--- config.mk ---
export PLATFORM = sky130hd
export DESIGN_NAME = vid_slot_wfifo
export DESIGN_NICKNAME = d
export VERILOG_FILES = /design/src/rtl/vsw_pkg.sv /design/src/rtl/vsw_ctrl.sv /design/src/rtl/vsw_data.sv /design/src/rtl/vid_slot_wfifo.sv
export SDC_FILE = /design/constraint.sdc
export NUM_CORES = 1
export LEC_CHECK = 0
export BUFFER_PORTS_ARGS = -buffer_cell sky130_fd_sc_hd__clkbuf_2
export CAP_MARGIN = 20
export CORE_MARGIN = 2
export CORE_UTILIZATION = 55
export DETAILED_ROUTE_END_ITERATION = 10
export PLACE_DENSITY = 0.85
export SYNTH_ARGS = -nofsm -noshare
export SYNTH_HDL_FRONTEND = slang
export SYNTH_SLANG_ARGS = --single-unit
--- constraint.sdc ---
create_clock -name clk -period 3.5 [get_ports clk]
set_input_delay 0.525 -clock clk [delete_from_list [all_inputs] [get_ports clk]]
set_output_delay 0.525 -clock clk [all_outputs]
set_load 0.02 [all_outputs]
--- src/rtl/vsw_pkg.sv ---
package vsw_pkg;
  localparam int ADDR_W = 16;
  localparam int DATA_W = 16;
  localparam int CELL_PIXELS = 8;
  localparam int CELLS_PER_SLOT = 2;

  typedef enum logic {
    TGT_VRAM = 1'b0,
    TGT_CRAM = 1'b1
  } target_e;

  typedef struct packed {
    target_e            target;
    logic [ADDR_W-1:0]  addr;
    logic [DATA_W-1:0]  data;
  } entry_t;

  // control-to-datapath strobes
  typedef struct packed {
    logic push;
    logic pop;
  } ctl_t;
endpackage

--- src/rtl/vsw_ctrl.sv ---
module vsw_ctrl
  import vsw_pkg::*;
#(
  parameter int DEPTH    = 4,
  parameter int PIX_W    = 9,
  parameter int HINT_POS = 312,
  localparam int PTR_W   = (DEPTH > 1) ? $clog2(DEPTH) : 1,
  localparam int CNT_W   = $clog2(DEPTH + 1)
) (
  input  logic             clk,
  input  logic             rstN,
  input  logic [PIX_W-1:0] pixelCount,
  input  logic             wrValid,
  output ctl_t             ctl,
  output logic [PTR_W-1:0] wrIdx,
  output logic [PTR_W-1:0] rdIdx,
  output logic             fifoFull
);
  localparam int SLOT_SPAN  = CELL_PIXELS * CELLS_PER_SLOT;
  localparam int SLOT_SHIFT = $clog2(SLOT_SPAN);
  localparam logic [PIX_W-1:0] HINT_PIX = PIX_W'(HINT_POS);
  localparam logic [CNT_W-1:0] FULL_CNT = CNT_W'(DEPTH);

  logic [CNT_W-1:0] count;
  logic regularSlot;
  logic extraSlot;
  logic slotHit;
  logic isEmpty;

  assign regularSlot = (pixelCount[SLOT_SHIFT-1:0] == '0);

  generate
    if ((HINT_POS % SLOT_SPAN) == 0) begin : g_hint_merged
      assign extraSlot = 1'b0;
    end else begin : g_hint_extra
      assign extraSlot = (pixelCount == HINT_PIX);
    end
  endgenerate

  assign slotHit  = regularSlot | extraSlot;
  assign isEmpty  = (count == '0);
  assign fifoFull = (count == FULL_CNT);

  always_comb begin
    ctl.pop  = slotHit && !isEmpty;
    ctl.push = wrValid && (!fifoFull || ctl.pop);
  end

  function automatic logic [PTR_W-1:0] nextPtr(input logic [PTR_W-1:0] p);
    if (p == PTR_W'(DEPTH - 1)) return '0;
    return p + 1'b1;
  endfunction

  always_ff @(posedge clk) begin
    if (!rstN) begin
      count <= '0;
      wrIdx <= '0;
      rdIdx <= '0;
    end else begin
      if (ctl.push) wrIdx <= nextPtr(wrIdx);
      if (ctl.pop)  rdIdx <= nextPtr(rdIdx);
      case ({ctl.push, ctl.pop})
        2'b10:   count <= count + 1'b1;
        2'b01:   count <= count - 1'b1;
        default: count <= count;
      endcase
    end
  end
endmodule

--- src/rtl/vsw_data.sv ---
module vsw_data
  import vsw_pkg::*;
#(
  parameter int DEPTH  = 4,
  localparam int PTR_W = (DEPTH > 1) ? $clog2(DEPTH) : 1
) (
  input  logic              clk,
  input  ctl_t              ctl,
  input  logic [PTR_W-1:0]  wrIdx,
  input  logic [PTR_W-1:0]  rdIdx,
  input  logic              lineActive,
  input  logic              wrTarget,
  input  logic [ADDR_W-1:0] wrAddr,
  input  logic [DATA_W-1:0] wrData,
  output logic              vramWe,
  output logic              cramWe,
  output logic [ADDR_W-1:0] memAddr,
  output logic [DATA_W-1:0] memData,
  output logic              ovrValid,
  output logic [DATA_W-1:0] ovrColor
);
  entry_t store [DEPTH];
  entry_t head;

  always_ff @(posedge clk) begin
    if (ctl.push) begin
      store[wrIdx] <= '{target: target_e'(wrTarget), addr: wrAddr, data: wrData};
    end
  end

  assign head = store[rdIdx];

  always_comb begin
    vramWe   = ctl.pop && (head.target == TGT_VRAM);
    cramWe   = ctl.pop && (head.target == TGT_CRAM);
    memAddr  = head.addr;
    memData  = head.data;
    ovrValid = cramWe && lineActive;
    ovrColor = head.data;
  end
endmodule

--- src/rtl/vid_slot_wfifo.sv ---
module vid_slot_wfifo
  import vsw_pkg::*;
#(
  parameter int DEPTH       = 4,
  parameter int LINE_PIXELS = 320,
  parameter int HINT_POS    = 312,
  localparam int PIX_W      = $clog2(LINE_PIXELS),
  localparam int PTR_W      = (DEPTH > 1) ? $clog2(DEPTH) : 1
) (
  input  logic              clk,
  input  logic              rstN,
  input  logic [PIX_W-1:0]  pixelCount,
  input  logic              lineActive,
  input  logic              wrValid,
  input  logic              wrTarget,
  input  logic [ADDR_W-1:0] wrAddr,
  input  logic [DATA_W-1:0] wrData,
  output logic              fifoFull,
  output logic              vramWe,
  output logic              cramWe,
  output logic [ADDR_W-1:0] memAddr,
  output logic [DATA_W-1:0] memData,
  output logic              ovrValid,
  output logic [DATA_W-1:0] ovrColor
);
  ctl_t             ctl;
  logic [PTR_W-1:0] wrIdx;
  logic [PTR_W-1:0] rdIdx;

  vsw_ctrl #(.DEPTH(DEPTH), .PIX_W(PIX_W), .HINT_POS(HINT_POS)) u_ctrl (
    .clk(clk), .rstN(rstN), .pixelCount(pixelCount), .wrValid(wrValid),
    .ctl(ctl), .wrIdx(wrIdx), .rdIdx(rdIdx), .fifoFull(fifoFull)
  );

  vsw_data #(.DEPTH(DEPTH)) u_data (
    .clk(clk), .ctl(ctl), .wrIdx(wrIdx), .rdIdx(rdIdx),
    .lineActive(lineActive), .wrTarget(wrTarget), .wrAddr(wrAddr), .wrData(wrData),
    .vramWe(vramWe), .cramWe(cramWe), .memAddr(memAddr), .memData(memData),
    .ovrValid(ovrValid), .ovrColor(ovrColor)
  );
endmodule

==> metrics, run 1 <==
first-pass GRT wire length 15250 um; vias in the first global route 2816; final hold vios 0; final slew viol count 0; fraction of layout cells with a size suffix above 1 roughly 50%; FFs w/ async S/R, synth 0%; Chip Height 103.8 um; final setup fails 0; crit path DAT 2220 ps; largest net degree at the start of global routing 34; Yosys Warn Count 0; non-filler instance count after layout between 400 and 500; peak supply drop 0.3559 mV; Hold WC Path Type input port to register; Clock Path Buffers 2; clock latency on the worst-skew pair about 520 ps; internal reg-to-reg setup slack 1140 ps; leading area contributor after synthesis edfxtp_1; CTS Sinks roughly 140; drt via density 5.479; GP Congestion 0.7644; # resized after CTS 0; post-route minimum period 2744 ps; PwrDens 609.6 nW/um2; setup TNS 0 ps; GRT Total Usage 19.29%; syn_nets 307; cts hold-fix bufs 0; ANT cells 0; Leak 2.367 nW; TritonRoute pass-1 iters 6; cells after synthesis 255; WL final 9653 um; worst reg2reg startpoint u_ctrl.count[0]$_SDFFE_PN0P_; # IOs 98; Yosys reg bits 141; Req. time, crit path 2970 ps; Die Wd roughly 100 um; Die ar. 10770 um2; input/output buffers 97; Hold Path Sink u_data.store[3][28]$_DFFE_PP_; Core Region 9729 um2; Max Cap Violations 0; crit-path max FO 19; area added between synthesis and finish 21.28%; CTS tree yes; WHS ~220 ps; leading post-synthesis cells by cell area edfxtp_1 (72%), mux4_2 (14%), dfxtp_1 (3.3%); RSZ-0062 raised after global routing no; WS Path Type register to output pin; # DRC 0; FMAX 364.4 MHz; via count 2734; DR WL/cell approximately 19 um; Final HPWL DP between 5000 and 6000 um; crit end category output pin; CTS buffer count 17; Nets ~410; reg-to-reg endpoint u_ctrl.count[2]$_SDFFE_PN0P_; Routed Antenna Nets 0; Clock Tree Root clkbuf_8; Initial DRC Count between 150 and 200; Register-to-Register Path Depth 7; outcome completed; number of synthesized flops with an enable pin roughly 130; HP Start wrAddr[12]; Setup Buffers After CTS 0; Synth Area per Inst 21.47 um2; Cell Area, Synth 5475 um2; Worst Hold Path Cells 1; crit share post-route about four fifths; antenna violations before repair 0; worst slew pin tran 557.8 ps; Seq/Total Area, Yosys between 70% and 80%; Site Rows 36; Worst slew margin 62.81%; Max Clock Skew 8.945 ps; GRT overflow 0; CTS H-Tree Depth 4; Inst Count DP 467; Initial Util 56.28%; Synth cell types 35; predominant post-synthesis flop cell edfxtp_1; area fraction of the dominant cell type after synthesis 72.39%; Clock Pin Slew Worst Setup and Hold Paths 60 ps; Critical Path Start Type register
cells by family after synthesis:
family | Yosys count | share of synthesized area (%)
compound gates | 14 | 1.874
mux | 35 | 13.94
simple gates | 28 | 3.679
buf+inv | 31 | 3.314
flops | 141 | 75.69
fa+ha+maj | 6 | 1.508
power breakdown:
group	internal, mW	leakage (nW)	total (mW)	switching [mW]
sequential	1.93	1.29	1.95	0.0244
clock	1.10	0.291	1.79	0.691
combinational	0.114	0.790	0.307	0.194
metal layers:
layer / GRT usage (%) / wire (um)
met1: 24.05 / 3896
met2: 31.88 / 5106
met3: 6.419 / 489
met4: 7.046 / 161
met5: 0 / 0
cell usage in the layout, fill, tap and decap left out, types with 2 or more instances in the layout:
cell | synthesis | routed
nand4_1 | 2 | 2
mux2i_1 | 2 | 2
edfxtp_1 | 132 | 132
nor3_1 | 2 | 2
a21oi_1 | 2 | 2
clkbuf_16 | 0 | 16
bufinv_16 | 0 | 3
inv_6 | 0 | 3
inv_1 | 7 | 7
buf_4 | 16 | 5
and2_2 | 0 | 4
nand3_1 | 2 | 2
clkinv_4 | 0 | 7
nor2_1 | 3 | 3
clkbuf_2 | 0 | 97
a21oi_2 | 3 | 3
o31ai_1 | 3 | 3
dfxtp_1 | 9 | 7
dfxtp_2 | 0 | 2
mux4_2 | 33 | 33
o21ai_0 | 2 | 2
ha_1 | 5 | 5
nand2_1 | 3 | 3
synthesized netlist by cell type, types with 2 or more instances:
cell type and count:
mux4_2 33, nor3_1 2, inv_1 7, ha_1 5
edfxtp_1 132, mux2i_1 2, a21oi_1 2, o21ai_0 2
nand2_1 3, o31ai_1 3, a21oi_2 3, nand3_1 2
nor2_1 3, and2_1 5, nand4_1 2, dfxtp_1 9
buf_2 4, buf_4 16, clkbuf_1 4
stage by stage:
step	setup slack, ps	power (mW)	area [um2]	utilization (%)
finish	755.7	4.048	6640	68.25
global route	591.8	4.190	6640	68.25
CTS	685.7	4.078	6640	68.25
detailed placement	673.2	2.297	6037	62.05
global placement	777.4	2.283	6037	62.05
floorplan	906.1	2.188	5475	-
critical path: stages, from the launching register on:
cell,delay (ps)
dfxtp_2,680
buf_12,280
mux4_2,560
clkbuf_2,180
state kept, by name, summed over array words and instances, names as in the netlist, named ones only:
name	count
u_data.store	132
u_ctrl.count	3
u_ctrl.rdIdx	2
u_ctrl.wrIdx	2
final cells by class:
class / count / area [um2]
well taps: 133 / 166.4
inverters: 7 / 26.28
clock buffers: 17 / 414.1
repair buffers: 103 / 543.0
flip-flops and latches: 141 / 4146
multi-input cells: 83 / 1155
clock inverters: 15 / 188.9
fillers: 671 / 3089
how the worst max path moves through the flow:
stage,from,cells after the start,end,slack [ps]
global placement,pixelCount[7],8,u_ctrl.count[2]$_SDFFE_PN0P_,780
finish,register,3,memAddr[9],760
detailed placement,pixelCount[7],8,u_ctrl.count[2]$_SDFFE_PN0P_,670
global route,register,3,ovrColor[14],590
CTS,register,3,memAddr[9],690
floorplan,pixelCount[7],7,u_ctrl.count[2]$_SDFFE_PN0P_,910
No activity file was read; power rests on OpenSTA's default activity.
==> run 2: changes to the inputs <==
- ABC_AREA: default -> 1
- clock period: 3.5 -> 2.8 ns (I/O delays scaled with it)
==> metrics, run 2 <==
Inst Count DP 619; GRT Total Usage 21.16%; most frequent cells in the layout edfxtp_1 (132), clkbuf_2 (97), nor2_1 (78); mux contribution to synthesized area 0%; area fraction of the dominant cell type after synthesis 71.13%; Nets 557; most frequent cell after synthesis edfxtp_1; WS Path Type register to output pin; Multi-input gate area 1171 um2; Yosys reg bits about 140; CTS Sinks roughly 140; PwrDens approximately 770 nW/um2; Synth Area in Compound Gates 10.80%; cells after synthesis ~420; GP Congestion 0.8007; Seq/Total Area, Yosys roughly 74%; leading post-synthesis cells by cell area edfxtp_1 (71%), o21ai_0 (6.0%), nor2_1 (5.5%); predominant post-synthesis flop cell edfxtp_1; Worst slew margin 65.81%; fillers 665; Die ar. 10950 um2; vias in the first global route ~3.5k; area added between synthesis and finish 22.03%; CP bufs+invs 3; Cell Area, Synth 5573 um2; FFs w/ async S/R, synth 0%; Chip Height 104.7 um; post-route minimum period 2632 ps; Die Wd 104.7 um; crit-path leading delay family buffers and inverters; Synth top cells by count edfxtp_1 (132), nor2_1 (82), o21ai_0 (67), o22ai_1 (32), inv_1 (17); # resized after CTS 0; input/output buffers between 90 and 100; Top Registers u_data.store: 132 flops, u_ctrl.count: 3 flops; Register Area 4145 um2; RSZ-0062 raised after global routing no; fraction of layout cells with a size suffix above 1 between 30% and 40%; Clock Path Buffers 2; first-pass GRT wire length 17390 um; Post-Synth Adder-Cell Area around 1.5%; largest family of logic cells by synthesized area compound AO/OA/AOI/OAI gates; final slew viol count 0; peak supply drop about 0.36 mV; antenna violations before repair 0; max reg flops 132; Initial DRC Count approximately 240; Largest Register u_data.store; # DRC 0; crit share post-route 93.98%; Max Clock Skew between 5 and 6 ps; Final HPWL DP between 6000 and 7000 um; CP peak stage delay between 400 and 500 ps; ANT cells 0; Routed Antenna Nets 0; final hold vios 0; Setup Buffers After CTS 0; DR WL/cell between 15 and 20 um; drt via density 5.571; setup TNS 0 ps; Req. time, crit path 2380 ps; CTS H-Tree Depth 4; outcome completed; FMAX 380.0 MHz; worst slew pin tran between 500 and 600 ps; Leak ~2.6 nW; Synth Area per Inst 13.40 um2; Yosys Warn Count 0; Crit-path slowest cell dfxtp_2; # IOs 98; Synth cell types 29; CTS buffer count 17; crit end category output pin; clock latency on the worst-skew pair approximately 520 ps; number of synthesized flops with an enable pin between 100 and 150; XOR/XNOR Fraction of Synth Area 0%; GRT overflow 0; CTS tree yes; cts hold-fix bufs 0; via count 3627; Clock Pin Slew Worst Setup and Hold Paths 60 ps; leading area contributor after synthesis edfxtp_1; WL final 11250 um; Clock Tree Root clkbuf_8; Max Cap Violations 0; Hold WC Path Type input port to register; non-filler instance count after layout 651; Core Region just under 10000 um2; syn_nets 468; TritonRoute pass-1 iters 7; largest net degree at the start of global routing 55; simple-gate area share of the yosys netlist 8.195%; commonest non-fill, non-tap cell in the layout edfxtp_1; cell chain of the critical path inv_2, buf_4, o21ai_0, o22ai_1, clkbuf_2; crit-path max FO 24; Critical Path Start Type register; Site Rows 36; final setup fails 0; crit path DAT approximately 2200 ps; Initial Util 56.75%
==> run 2: cell types whose count changed after synthesis, sizes merged, moves of 3 or more <==
| cell | change |
|---|---|
| nand2 | +10 |
| o31ai | -3 |
| mux4 | -33 |
| inv | +15 |
| nor2 | +79 |
| and2 | -4 |
| o22ai | +32 |
| o21ai | +66 |
| clkbuf | +10 |
==> run 2: cell type report <==
class                           instances  share of cell area (%)
Clock buffer                           22                   7.102
Clock inverter                         10                   2.337
Inverter                               22                   1.251
Multi-Input combinational cell        217                   17.22
Sequential cell                       141                   60.96
Tap cell                              133                   2.447
Timing Repair Buffer                  106                   8.684
==> run 2: routing by layer <==
layer,share of wire [%],GRT usage [%]
met5,0,0
met4,1.5,9.714
met1,40,25.72
met3,9.1,7.798
met2,49,33.89
==> run 2: path summary, 6_finish.rpt <==
path	end	cells past startpoint	start	slack [ps]
max	ovrColor[0]	5	register	170
min	u_data.store[1][15]$_DFFE_PP_	1	wrData[15]	110
max reg2reg	u_data.store[2][27]$_DFFE_PP_	9	u_ctrl.count[0]$_SDFFE_PN0P_	820
min reg2reg	register	2	u_ctrl.rdIdx[1]$_SDFFE_PN0N_	520
==> run 2: cells by family (layout without fill, tap and decap cells) <==
group | count (synthesis) | in the layout
buffers and inverters | 58 | 160
AOI/OAI and AO/OA | 107 | 107
adders and majority gates | 6 | 6
DFF | 141 | 141
and+or+nand+nor | 104 | 104
==> run 2: where the power goes <==
part / switching [mW] / internal [mW]
Combinational: 0.310 / 0.139
Clock: 0.795 / 1.56
Sequential: 0.0285 / 2.41
==> run 2: stage by stage <==
| step | area, um2 | power (mW) | utilization (%) | hold slack (ps) | worst slack (ps) |
|---|---|---|---|---|---|
| after global routing | 6800 | 5.391 | 69.25 | 96.65 | 11.39 |
| after floorplan | 5573 | 2.769 | - | 481.0 | -75.32 |
| after detailed placement | 6158 | 2.929 | 62.72 | 516.1 | 626.0 |
| after CTS | 6800 | 5.269 | 69.25 | 92.08 | 159.7 |
| after global placement | 6158 | 2.914 | 62.72 | 501.4 | 660.8 |
| final | 6800 | 5.247 | 69.25 | 114.8 | 168.5 |
==> run 2: worst register-to-register path, delay by kind of cell, from the launching register on <==
family / cells / cell delay (ps)
AO/OA/AOI/OAI: 1 / 180
flip-flops: 1 / 350
AND/OR/NAND/NOR: 5 / 730
buffers and inverters: 3 / 430
==> run 3: changes to the inputs <==
- ABC_AREA: 1 -> default
- CORE_MARGIN: 2 -> default
==> metrics, run 3 (synthesized netlist as in run 1, its figures left out) <==
Clock Pin Slew Worst Setup and Hold Paths 70 ps; final slew viol count 0; drt via density roughly 5.3; CTS buffer count 17; Gate power share 7.9%; crit end category output pin; commonest non-fill, non-tap cell in the layout edfxtp_1; area added between synthesis and finish 21.44%; WHS about 130 ps; crit path DAT approximately 2100 ps; clock latency on the worst-skew pair 500 ps; Initial DRC Count 115; crit share post-route 89.58%; Core Region approximately 10000 um2; DR WL/cell 17.31 um; PwrDens 737.4 nW/um2; via count 2686; most frequent cells in the layout edfxtp_1 (132), clkbuf_2 (97), mux4_2 (33); # resized after CTS 0; CP peak stage delay about 560 ps; input/output buffers 97; GP Congestion between 0.7 and 0.8; FMAX 398.7 MHz; Inst Count DP 473; setup TNS 0 ps; non-filler instance count after layout 505; WL final 8741 um; Hold WC Path Type input port to register; crit-path max FO 24; vias in the first global route between 2k and 3k; final setup fails 0; # IOs slightly below 100; Chip Height 101.8 um; Nets 411; Clock Tree Root clkbuf_8; outcome completed; antenna violations before repair 0; Clock Path Buffers 2; largest net degree at the start of global routing 25; Leak about 2.4 nW; Max Cap Violations 0; GRT overflow 0; CTS H-Tree Depth 4; Die Wd 101.8 um; Clk pwr share between 40% and 50%; final hold vios 0; Switching Share 23.17%; peak supply drop ~0.45 mV; Top Registers u_data.store: 132 flops, u_ctrl.count: 3 flops; power share of the sequential group 49.7%; RSZ-0062 raised after global routing no; Largest Register u_data.store; P_sw 1.136 mW; Max Clock Skew 11.15 ps; CTS Sinks 141; Worst slew margin about three quarters; cell chain of the critical path buf_12, mux4_2, clkbuf_2; cts hold-fix bufs 0; Die ar. 10360 um2; fraction of layout cells with a size suffix above 1 50.81%; Req. time, crit path 2380 ps; TritonRoute pass-1 iters 5; Critical Path Start Type register; max reg flops 132; first-pass GRT wire length roughly 14000 um; Crit-path slowest cell mux4_2; Routed Antenna Nets 0; CTS tree yes; ANT cells 0; GRT Total Usage 18.62%; Setup Buffers After CTS 0; worst slew pin tran 368.0 ps; # DRC 0; WS Path Type register to output pin; Int Pwr 3.766 mW; Site Rows 36; Final HPWL DP around 5700 um; Initial Util 56.28%; post-route minimum period 2508 ps
==> run 3: cell types whose count changed in the layout (fill, tap and decap cells not counted), sizes merged, moves of 5 or more <==
cell    before  now
nor2        84    5
o21ai       68    2
mux4         0   33
o22ai       32    0
nand2       13    3
inv         22   14
clkbuf     119  114
==> run 3: stage by stage <==
stage | util, % | power (mW) | setup WS, ps | cell area (um2)
floorplan | - | 2.735 | 311.1 | 5475
global placement | 62.51 | 2.858 | 271.9 | 6082
detailed placement | 62.51 | 2.876 | 174.1 | 6082
CTS | 68.34 | 4.959 | 222.3 | 6649
global route | 68.34 | 5.079 | 142.9 | 6649
finish | 68.34 | 4.903 | 291.6 | 6649
==> run 3: routing by layer <==
metal	vias to the layer above	track usage [%]	share of wire, %
met3	9	6.418	4.6
met1	1349	21.93	41
li1	1243	-	-
met5	-	0	0
met4	0	7.469	1.4
met2	85	31.50	53
==> run 3: critical path: cells and delay by family (launching register included) <==
family	cells	cell delay [ps]
buffers and inverters	2	450
DFF	1	550
muxes	1	560
==> run 3: final cells by class <==
cell class              count  area, um2
clock buffers              17      414.1
well taps                 133      166.4
multi-input cells          83       1155
fillers                   661       3080
flip-flops and latches    141       4146
inverters                   7      26.28
repair buffers            109      588.1
clock inverters            15      152.6
==> run 3: power by group through the flow <==
stage	combinational [mW]	sequential [mW]	clock (mW)
after detailed placement	0.395	2.48	0
after floorplan	0.262	2.47	0
after global placement	0.384	2.47	0
after CTS	0.396	2.44	2.13
after global routing	0.425	2.44	2.21
final	0.387	2.44	2.08
==> run 3: path summary, 6_finish.rpt <==
path / start / end / slack [ps] / depth (start not counted)
hold reg to reg: u_ctrl.count[1]$_SDFFE_PN0P_ / u_ctrl.count[1]$_SDFFE_PN0P_ / 500 / 2
hold / removal: wrAddr[12] / u_data.store[3][28]$_DFFE_PP_ / 130 / 1
setup reg to reg: u_ctrl.count[0]$_SDFFE_PN0P_ / u_ctrl.count[2]$_SDFFE_PN0P_ / 430 / 7
setup / recovery: register / memData[8] / 290 / 3
